### src/rtl/tmt_pkg.sv
package tmt_pkg;
  localparam int unsigned ADDR_W     = 8;
  localparam int unsigned DATA_W     = 32;
  localparam int unsigned MAX_CH     = 6;
  localparam int unsigned STRIDE     = 4;
  localparam int unsigned CTRL_BASE  = 'h00;
  localparam int unsigned MATCH_BASE = 'h18;
  localparam int unsigned COUNT_BASE = 'h48;
  localparam int unsigned STAT_OFS   = 'h60;
  localparam int unsigned EN_BIT     = 0;
  localparam int unsigned IE_BIT     = 1;
  localparam int unsigned DIV_LSB    = 8;

  typedef enum logic [2:0] {
    SEL_NONE, SEL_CTRL, SEL_MATCH, SEL_COUNT, SEL_STAT
  } sel_kind_e;

  typedef struct packed {
    sel_kind_e  kind;
    logic [2:0] idx;
  } reg_sel_t;

  function automatic reg_sel_t decode_addr(input logic [ADDR_W-1:0] a,
                                           input int unsigned nch);
    reg_sel_t s;
    s.kind = SEL_NONE;
    s.idx  = '0;
    for (int i = 0; i < MAX_CH; i++) begin
      if (i < nch) begin
        if (a == ADDR_W'(CTRL_BASE + STRIDE * i)) begin
          s.kind = SEL_CTRL;  s.idx = 3'(i);
        end
        if (a == ADDR_W'(MATCH_BASE + STRIDE * i)) begin
          s.kind = SEL_MATCH; s.idx = 3'(i);
        end
        if (a == ADDR_W'(COUNT_BASE + STRIDE * i)) begin
          s.kind = SEL_COUNT; s.idx = 3'(i);
        end
      end
    end
    if (a == ADDR_W'(STAT_OFS)) s.kind = SEL_STAT;
    return s;
  endfunction
endpackage

### src/rtl/tmt_prescaler.sv
module tmt_prescaler #(
  parameter int DIV_W = 8
) (
  input  logic             clk,
  input  logic             rst,
  input  logic             run,
  input  logic [DIV_W-1:0] div,
  output logic             tick
);
  logic [DIV_W-1:0] pre_q;

  assign tick = run && (pre_q >= div);

  always_ff @(posedge clk) begin
    if (rst || !run)  pre_q <= '0;
    else if (tick)    pre_q <= '0;
    else              pre_q <= pre_q + 1'b1;
  end

  // with a nonzero divider two ticks are never adjacent
  a_r4_tick_gap: assert property (@(posedge clk) disable iff (rst)
    (tick && div != '0 && $stable(div)) |=> !tick);
endmodule

### src/rtl/tmt_channel.sv
module tmt_channel #(
  parameter int CNT_W = 32,
  parameter int DIV_W = 8
) (
  input  logic             clk,
  input  logic             rst,
  input  logic             run,
  input  logic [DIV_W-1:0] div,
  input  logic             cnt_we,
  input  logic [CNT_W-1:0] cnt_wdata,
  input  logic [CNT_W-1:0] match,
  output logic [CNT_W-1:0] cnt,
  output logic             hit
);
  logic tick;

  tmt_prescaler #(.DIV_W(DIV_W)) u_pre (
    .clk (clk),
    .rst (rst),
    .run (run),
    .div (div),
    .tick(tick)
  );

  always_ff @(posedge clk) begin
    if (rst)          cnt <= '0;
    else if (cnt_we)  cnt <= cnt_wdata;
    else if (tick)    cnt <= cnt + 1'b1;
  end

  assign hit = tick && !cnt_we && (cnt == match);

  // a stopped channel with no load keeps its value
  a_r3_hold: assert property (@(posedge clk) disable iff (rst)
    (!run && !cnt_we) |=> $stable(cnt));
  // a load lands regardless of counting
  a_r3_load: assert property (@(posedge clk) disable iff (rst)
    cnt_we |=> cnt == $past(cnt_wdata));
  // all-ones steps to zero
  a_r8_wrap: assert property (@(posedge clk) disable iff (rst)
    (tick && !cnt_we && cnt == '1) |=> cnt == '0);
endmodule

### src/rtl/tmt_status.sv
module tmt_status #(
  parameter int NCH = 2
) (
  input  logic           clk,
  input  logic           rst,
  input  logic [NCH-1:0] hit,
  input  logic           clr_we,
  input  logic [NCH-1:0] clr_mask,
  output logic [NCH-1:0] status_d,
  output logic [NCH-1:0] status_q
);
  assign status_d = (status_q & ~(clr_we ? clr_mask : '0)) | hit;

  always_ff @(posedge clk) begin
    if (rst) status_q <= '0;
    else     status_q <= status_d;
  end

  for (genvar g = 0; g < NCH; g++) begin : g_chk
    // pending bit survives anything but a 1 written to it
    a_r6_sticky: assert property (@(posedge clk) disable iff (rst)
      (status_q[g] && !(clr_we && clr_mask[g])) |=> status_q[g]);
    // a match always leaves the bit set
    a_r5_set: assert property (@(posedge clk) disable iff (rst)
      hit[g] |=> status_q[g]);
    // the bit only rises from a match
    a_r5_cause: assert property (@(posedge clk) disable iff (rst)
      $rose(status_q[g]) |-> $past(hit[g]));
  end
endmodule

### src/rtl/twin_match_timer.sv
module twin_match_timer #(
  parameter int NCH   = 2,
  parameter int CNT_W = 32,
  parameter int DIV_W = 8
) (
  input  logic        clk,
  input  logic        rst,
  input  logic        wr_en,
  input  logic        rd_en,
  input  logic [7:0]  addr,
  input  logic [31:0] wdata,
  output logic [31:0] rdata,
  output logic [NCH-1:0] irq
);
  import tmt_pkg::*;

  reg_sel_t sel;
  assign sel = decode_addr(addr, NCH);

  logic [NCH-1:0]   en_q, ie_q, ie_d, hit, status_d, status_q;
  logic [DIV_W-1:0] div_q   [NCH];
  logic [CNT_W-1:0] match_q [NCH];
  logic [CNT_W-1:0] cnt     [NCH];

  for (genvar g = 0; g < NCH; g++) begin : g_ch
    logic wr_ctrl, wr_match, wr_cnt;
    assign wr_ctrl  = wr_en && sel.kind == SEL_CTRL  && sel.idx == 3'(g);
    assign wr_match = wr_en && sel.kind == SEL_MATCH && sel.idx == 3'(g);
    assign wr_cnt   = wr_en && sel.kind == SEL_COUNT && sel.idx == 3'(g);
    assign ie_d[g]  = wr_ctrl ? wdata[IE_BIT] : ie_q[g];

    always_ff @(posedge clk) begin
      if (rst) begin
        en_q[g]    <= 1'b0;
        ie_q[g]    <= 1'b0;
        div_q[g]   <= '0;
        match_q[g] <= '0;
      end else begin
        if (wr_ctrl) begin
          en_q[g]  <= wdata[EN_BIT];
          ie_q[g]  <= wdata[IE_BIT];
          div_q[g] <= wdata[DIV_LSB +: DIV_W];
        end
        if (wr_match) match_q[g] <= wdata[CNT_W-1:0];
      end
    end

    tmt_channel #(.CNT_W(CNT_W), .DIV_W(DIV_W)) u_ch (
      .clk      (clk),
      .rst      (rst),
      .run      (en_q[g]),
      .div      (div_q[g]),
      .cnt_we   (wr_cnt),
      .cnt_wdata(wdata[CNT_W-1:0]),
      .match    (match_q[g]),
      .cnt      (cnt[g]),
      .hit      (hit[g])
    );

    // a masked channel never drives its line
    a_r7_masked: assert property (@(posedge clk) disable iff (rst)
      !ie_q[g] |-> !irq[g]);
    // an enabled, pending channel drives its line
    a_r7_raise: assert property (@(posedge clk) disable iff (rst)
      (ie_q[g] && status_q[g]) |-> irq[g]);
  end

  tmt_status #(.NCH(NCH)) u_stat (
    .clk     (clk),
    .rst     (rst),
    .hit     (hit),
    .clr_we  (wr_en && sel.kind == SEL_STAT),
    .clr_mask(wdata[NCH-1:0]),
    .status_d(status_d),
    .status_q(status_q)
  );

  logic [DATA_W-1:0] rd_mux;
  always_comb begin
    rd_mux = '0;
    for (int i = 0; i < NCH; i++) begin
      if (sel.idx == 3'(i)) begin
        case (sel.kind)
          SEL_CTRL: begin
            rd_mux[EN_BIT]             = en_q[i];
            rd_mux[IE_BIT]             = ie_q[i];
            rd_mux[DIV_LSB +: DIV_W]   = div_q[i];
          end
          SEL_MATCH: rd_mux[CNT_W-1:0] = match_q[i];
          SEL_COUNT: rd_mux[CNT_W-1:0] = cnt[i];
          default: ;
        endcase
      end
    end
    if (sel.kind == SEL_STAT) rd_mux[NCH-1:0] = status_q;
  end

  always_ff @(posedge clk) begin
    if (rst) begin
      rdata <= '0;
      irq   <= '0;
    end else begin
      rdata <= rd_en ? rd_mux : '0;
      irq   <= status_d & ie_d;
    end
  end

  // unmapped offsets read as zero
  a_r2_unmapped: assert property (@(posedge clk) disable iff (rst)
    (rd_en && sel.kind == SEL_NONE) |=> rdata == '0);
  // no strobe, no data
  a_r9_idle: assert property (@(posedge clk) disable iff (rst)
    !rd_en |=> rdata == '0);
endmodule

### config.mk
export PLATFORM = sky130hd
export DESIGN_NAME = twin_match_timer
export DESIGN_NICKNAME = d
export VERILOG_FILES = /design/src/rtl/tmt_pkg.sv /design/src/rtl/tmt_prescaler.sv /design/src/rtl/tmt_channel.sv /design/src/rtl/tmt_status.sv /design/src/rtl/twin_match_timer.sv
export SDC_FILE = /design/constraint.sdc
export NUM_CORES = 1
export LEC_CHECK = 0
export BUFFER_PORTS_ARGS = -buffer_cell sky130_fd_sc_hd__buf_2
export CAP_MARGIN = 20
export CORE_ASPECT_RATIO = 2
export CORE_MARGIN = 4
export CORE_UTILIZATION = 40
export DETAILED_ROUTE_END_ITERATION = 12
export PLACE_DENSITY = 0.59
export RECOVER_POWER = 100
export SKIP_LAST_GASP = 1
export SYNTH_ARGS = -nofsm -noshare
export SYNTH_HDL_FRONTEND = slang
export SYNTH_SLANG_ARGS = --single-unit
### constraint.sdc
create_clock -name clk -period 3.8 [get_ports clk]
set_clock_uncertainty 0.1 [all_clocks]
set_input_delay 1.14 -clock clk [delete_from_list [all_inputs] [get_ports clk]]
set_output_delay 1.14 -clock clk [all_outputs]
set_load 0.02 [all_outputs]
### Word level (Yosys, flattened, before mapping)

Memory sizes are Yosys's and may differ from the RTL's.
Cells that the tools add are included.

| storage, ports and cells | value |
|---|---|
| flip-flop bits (word level) | 120 |
| latch bits | 0 |
| memory bits (writable) | 80 |
| bits in read-only memories | 0 |
| bits of input ports | 44 |
| output and inout bits | 34 |
| word-level logic and storage cells | 113 |
| memories | 2 |

Memories:

| memory | words | width | rd ports | clocked after Yosys merged registers in | write ports | RTL line | text |
|---|---|---|---|---|---|---|---|
| match_q | 2 | 32 | 2 | 0 | 2 | twin_match_timer.sv:22 | `logic [CNT_W-1:0] match_q [NCH];` |
| div_q | 2 | 8 | 2 | 0 | 2 | twin_match_timer.sv:21 | `logic [DIV_W-1:0] div_q [NCH];` |

| operators by class | value |
|---|---|
| $add $sub $neg | 4 |
| $mul | 0 |
| divide/modulo/power cells | 0 |
| $lt $le $gt $ge | 2 |
| eq/ne operators | 13 |
| shift operators | 0 |
| muxes and demuxes | 43 |
| bitwise logic cells | 9 |
| reductions and logical operators | 29 |

Operators with widths:

| cell | number |
|---|---|
| 32-bit two-way mux | 8 |
| 32-bit by 1-bit adder with 32-bit output (second input constant) | 2 |
| 32-bit == test | 2 |
| 16-bit one-hot mux with 2 select lines | 2 |
| 8-bit one-hot mux with 3 select lines | 2 |
| 6-bit two-way mux | 5 |
| 8-bit by 7-bit == test with 1-bit output (second input constant) | 3 |
| 6-bit one-hot mux with 2 select lines | 2 |
| 8-bit by 1-bit adder with 8-bit output (second input constant) | 2 |
| 8-bit by 5-bit == test with 1-bit output (second input constant) | 2 |
| 8-bit greater-or-equal comparator | 2 |
| 1-bit logical AND | 16 |
| 1-bit two-way mux | 16 |
| 8-bit two-way mux | 2 |
| 2-bit one-hot mux with 3 select lines | 2 |
| 8-bit by 3-bit == test with 1-bit output (second input constant) | 1 |
| 8-bit zero test | 1 |
| 3-bit by 1-bit == test with 1-bit output (second input constant) | 2 |
| 3-bit by 2-bit == test with 1-bit output (second input constant) | 2 |
| 2-bit OR reduction | 3 |
| 2-bit AND | 2 |
| 1-bit zero test | 4 |
| 2-bit two-way mux | 2 |
| 4-bit two-way mux | 1 |
| 9 further kinds | 14 |

### Depth between registers and ports, before layout

| depth | value |
|---|---|
| depth after elaboration | 16 |
| depth in mapped cells | 10 |
| mapped depth without buffers | 9 |

### Hierarchy

From an unflattened synthesis, not the netlist that was laid out.

| second synthesis, totals | value |
|---|---|
| cells, all modules | 1239 |
| area total of the unflattened synthesis | 11423.5 um^2 |

Modules (own cells, without submodules):

| module | instances | cells an instance | area each (um^2) | sequential area each (um^2) |
|---|---|---|---|---|
| twin_match_timer | 1 | 481 | 5342.6 | 3163.0 |
| tmt_channel | 2 | 311 | 2481.1 | 640.6 |
| tmt_prescaler | 2 | 62 | 510.5 | 160.2 |
| tmt_status | 1 | 12 | 97.6 | 40.0 |

### Worst setup path before layout

OpenSTA, ideal clock, no wires.

| timing path | value |
|---|---|
| kind | input-to-reg |
| start point | input port addr[4] |
| end point | memory match_q[0][0], enable pin |
| library setup time | 0.377 ns |
| arrival | 3.023 ns |
| data required time | 3.323 ns |
| slack | 0.300 ns |
| stages on the path | 7 |
| buffers on the path | 4 |
| cells stage by stage | clkbuf_1 nor2b_1 and3_1 buf_2 clkbuf_1 buf_1 a31o_2 |

RTL lines:

| element | RTL line | text |
|---|---|---|
| start: declaration | twin_match_timer.sv:10 | `input logic [7:0] addr,` |
| end: declaration | twin_match_timer.sv:22 |  |

==> results.sh <==
export IMPL_track_usage_pct=24.2
export IMPL_grt_max_degree=62
export IMPL_die_area_um2=28500
export IMPL_min_from="u_stat.status_q[1]$_SDFF_PP0_"
export IMPL_routedWlPerCell_um=24.4
export IMPL_cts_setup_buffers=0
export IMPL_clockBufferDepth=2
export IMPL_tns_ns=0
export IMPL_synth_top_cell_by_area="dfxtp_1"
export IMPL_slew_headroom_pct=-19.6
export IMPL_n_antenna_cell=0
export IMPL_setup_worst_path_end_class="flop"
export IMPL_path_clk_slew_ns=0.06
export IMPL_first_iter_violations=542
export IMPL_die_height_um=235
export IMPL_portBuffers=77
export IMPL_arrival_ns=3.51
export IMPL_hold_viol=0
export IMPL_crit_required_ns=3.78
export IMPL_core_um2=25200
export IMPL_cts_tree="yes"
export IMPL_clkLatencyLatePin_ns=0.46
export IMPL_rrSetupSlack_ns=0.41
export IMPL_yosysTopAreaCellShare_pct=23.3
export IMPL_yosysWarnings=0
export IMPL_numCtsBuffers=17
export IMPL_violations="max-capacitance violations, max-slew violations"
export IMPL_timing_rr_start="g_ch[0].u_ch.u_pre.pre_q[0]$_SDFF_PP0_"
export IMPL_viasPerCell=5.89
export IMPL_worstSetupPathType="input pin to flop"
export IMPL_min_path_type="flop to flop"
export IMPL_period_minus_slack_ns=3.54
export IMPL_drive_gt1_share_pct=10.3
export IMPL_leakage_nw=4.38
export IMPL_fillCellCount=2535
export IMPL_ys_seq_elements=200
export IMPL_area_growth_pct=12.4
export IMPL_reg2regPathDepth=9
export IMPL_setup_viol=0
export IMPL_whs_path_depth=2
export IMPL_syn_area_per_cell_um2=10.3
export IMPL_dr_pass1_iters=5
export IMPL_place_hpwl_um=25600
export IMPL_rows=82
export IMPL_min_to="rdata[1]$_SDFF_PP0_"
export IMPL_ys_flop_type="dfxtp_1"
export IMPL_antenna_found_initial=0
export IMPL_initial_core_util_pct=40.8
export IMPL_max_freq_mhz=283
export IMPL_die_w_um=121
export IMPL_timing_rr_end="g_ch[0].u_ch.cnt[31]$_SDFFE_PP0P_"
export IMPL_rsz0062_at_grt="no"
export IMPL_cts_hold_buf=0
export IMPL_post_route_period_util_pct=93.0
export IMPL_outcome="finished, violations left"
export IMPL_crit_start="addr[1]"
export IMPL_critPathLaunchType="input pin"
export IMPL_synth_area_top_cells="dfxtp_1 (23%), edfxtp_1 (23%), xor2_1 (8.6%)"
export IMPL_htree_num_levels=4
export IMPL_ir_drop_mv=0.308
export IMPL_grt_first_pass_wirelength_um=51100
export IMPL_place_ws_ns=0.308
export IMPL_synth_edff_count=80
export IMPL_slowest_delay_ns=0.75
export IMPL_gr_total_overflow=0
export IMPL_fin_nets=1120
export IMPL_crit_chain="clkbuf_1 -> nor4_4 -> and3_1 -> clkbuf_2 -> a31o_2 -> clkbuf_1"
export IMPL_synthArstFlopShare_pct=0
export IMPL_synthesis_nets=1065
export IMPL_gp_congestion=0.905
export IMPL_slowest_stage="clkbuf_2"
export IMPL_worstMarginPinSlew_ns=1.79
export IMPL_ys_types=60
export IMPL_wl_um=34300
export IMPL_ys_seq_area_share_pct=46.7
export IMPL_vias=8272
export IMPL_cap_violations=1
export IMPL_power_density_nw_per_um2=396
export IMPL_cts_root_buf="clkbuf_16"
export IMPL_drcViolationCount=0
export IMPL_drt_antenna_violating_nets=0
export IMPL_fin_ws_ns=0.265
export IMPL_pin_count=78
export IMPL_netlist_instances=1001
export IMPL_grt_pass1_vias=8565
export IMPL_synth_area_um2=10300
export IMPL_critPathMostFrequentCell="clkbuf_1"
export IMPL_cp_max_fo=40
export IMPL_cts_sinks=200
export IMPL_slew_violations=33
export IMPL_ctsResizeCount=0
[worst max-delay path: cells and delay by family]
kind,cells,cell delay (ns)
buffers and inverters,3,1.45
AO/OA/AOI/OAI,1,0.27
AND/OR/NAND/NOR,2,0.63
[synthesized netlist by cell type (all sizes together), types with 3 or more instances]
master,number
inv,33
and4b,4
and2,93
and4,4
nor3,51
edfxtp,80
and3,15
a32oi,3
a22oi,4
xnor2,34
a22o,42
mux2i,8
xor2,101
o21ai,8
a31o,5
nand2b,5
ha,20
a211oi,24
nand2,24
a222oi,16
o211ai,3
or2,3
a21oi,12
a221oi,44
dfxtp,120
nand4,23
nand3,36
nor4,25
nor2,65
buf,24
clkbuf,46
[flip-flops by register name (all words and copies together) (netlist names)]
register	cells
g_ch.u_ch.u_pre.pre_q	16
ie_q	2
u_stat.status_q	2
rdata	32
irq	2
match_q	64
g_ch.u_ch.cnt	64
div_q	16
en_q	2
[worst max-delay path by stage]
stage               cells after the start  slack, ns                                to
CTS                                     9       0.50  g_ch[1].u_ch.cnt[7]$_SDFFE_PP0P_
global placement                        8       0.39  g_ch[1].u_ch.cnt[5]$_SDFFE_PP0P_
floorplan                               7       0.30       match_q[0][0]$_SDFFCE_PN0P_
global route                            6       0.15      match_q[1][27]$_SDFFCE_PN0P_
detailed placement                      8       0.31  g_ch[1].u_ch.cnt[5]$_SDFFE_PP0P_
finish                                  6       0.26      match_q[1][27]$_SDFFCE_PN0P_
[cell usage in the layout (no fill, tap or decap), types with 5 or more instances in the layout]
cell,netlist,layout
a211oi_1,16,18
a211oi_2,8,6
a21oi_1,12,11
a221oi_1,44,44
a222oi_1,16,16
a22o_1,42,42
and2_0,0,24
and2_1,93,69
and3_1,13,13
buf_2,17,42
buf_4,2,14
bufinv_16,0,6
clkbuf_1,46,49
clkbuf_16,0,17
dfxtp_1,120,120
edfxtp_1,80,80
ha_1,20,20
inv_1,33,33
mux2i_1,8,8
nand2_1,22,24
nand2b_1,5,5
nand3_1,36,36
nand4_1,22,22
nor2_1,65,65
nor3_1,50,49
nor4_1,23,23
o21ai_0,8,8
xnor2_1,34,34
xor2_1,101,101
[power breakdown]
group / internal (mW) / total, mW / switching, mW
Clock: 1.25 / 2.06 / 0.808
Combinational: 0.0582 / 0.207 / 0.149
Sequential: 2.28 / 2.31 / 0.0376
Total: 3.59 / 4.58 / 0.994
[metal layers]
metal | track usage, % | wire (µm)
met4 | 18.1 | 2770
met1 | 24.1 | 11700
met2 | 43.9 | 18300
met5 | 0 | 0
met3 | 3.92 | 1450
[through the flow]
stage | power (mW) | util, % | cell area (µm²) | std cells | hold WS [ns]
after CTS | 4.62 | 46.4 | 11700 | 1405 | 0.396
final | 4.58 | 45.9 | 11600 | 1405 | 0.395
after global routing | 4.70 | 45.9 | 11600 | 1405 | 0.426
after floorplan | 2.44 | - | 10300 | 1001 | 0.336
after global placement | 2.57 | 43.8 | 11000 | 1373 | 0.390
after detailed placement | 2.57 | 43.8 | 11000 | 1373 | 0.382
[area by class of cell]
class                           instances  area [µm²]  area share (%)
Tap cell                              336         420            3.63
Clock inverter                          9         199            1.72
Multi-Input combinational cell        698        5030            43.4
Timing Repair Buffer                  106         541            4.67
Sequential cell                       200        4800            41.5
Clock buffer                           23         458            3.96
Inverter                               33         124            1.07
[logic make-up (layout without fill, tap and decap cells)]
| group | after synthesis | after routing | share of synthesized area (%) |
|---|---|---|---|
| AOI/OAI and AO/OA | 176 | 176 | 14.6 |
| adders and majority gates | 20 | 20 | 2.43 |
| muxes | 8 | 8 | 0.778 |
| xor gates and xnor gates | 135 | 135 | 11.5 |
| and+or+nand+nor | 359 | 359 | 19.7 |
| DFF | 200 | 200 | 46.7 |
| buffers and inverters | 103 | 171 | 4.26 |
Power figures use the tool's default switching activity.
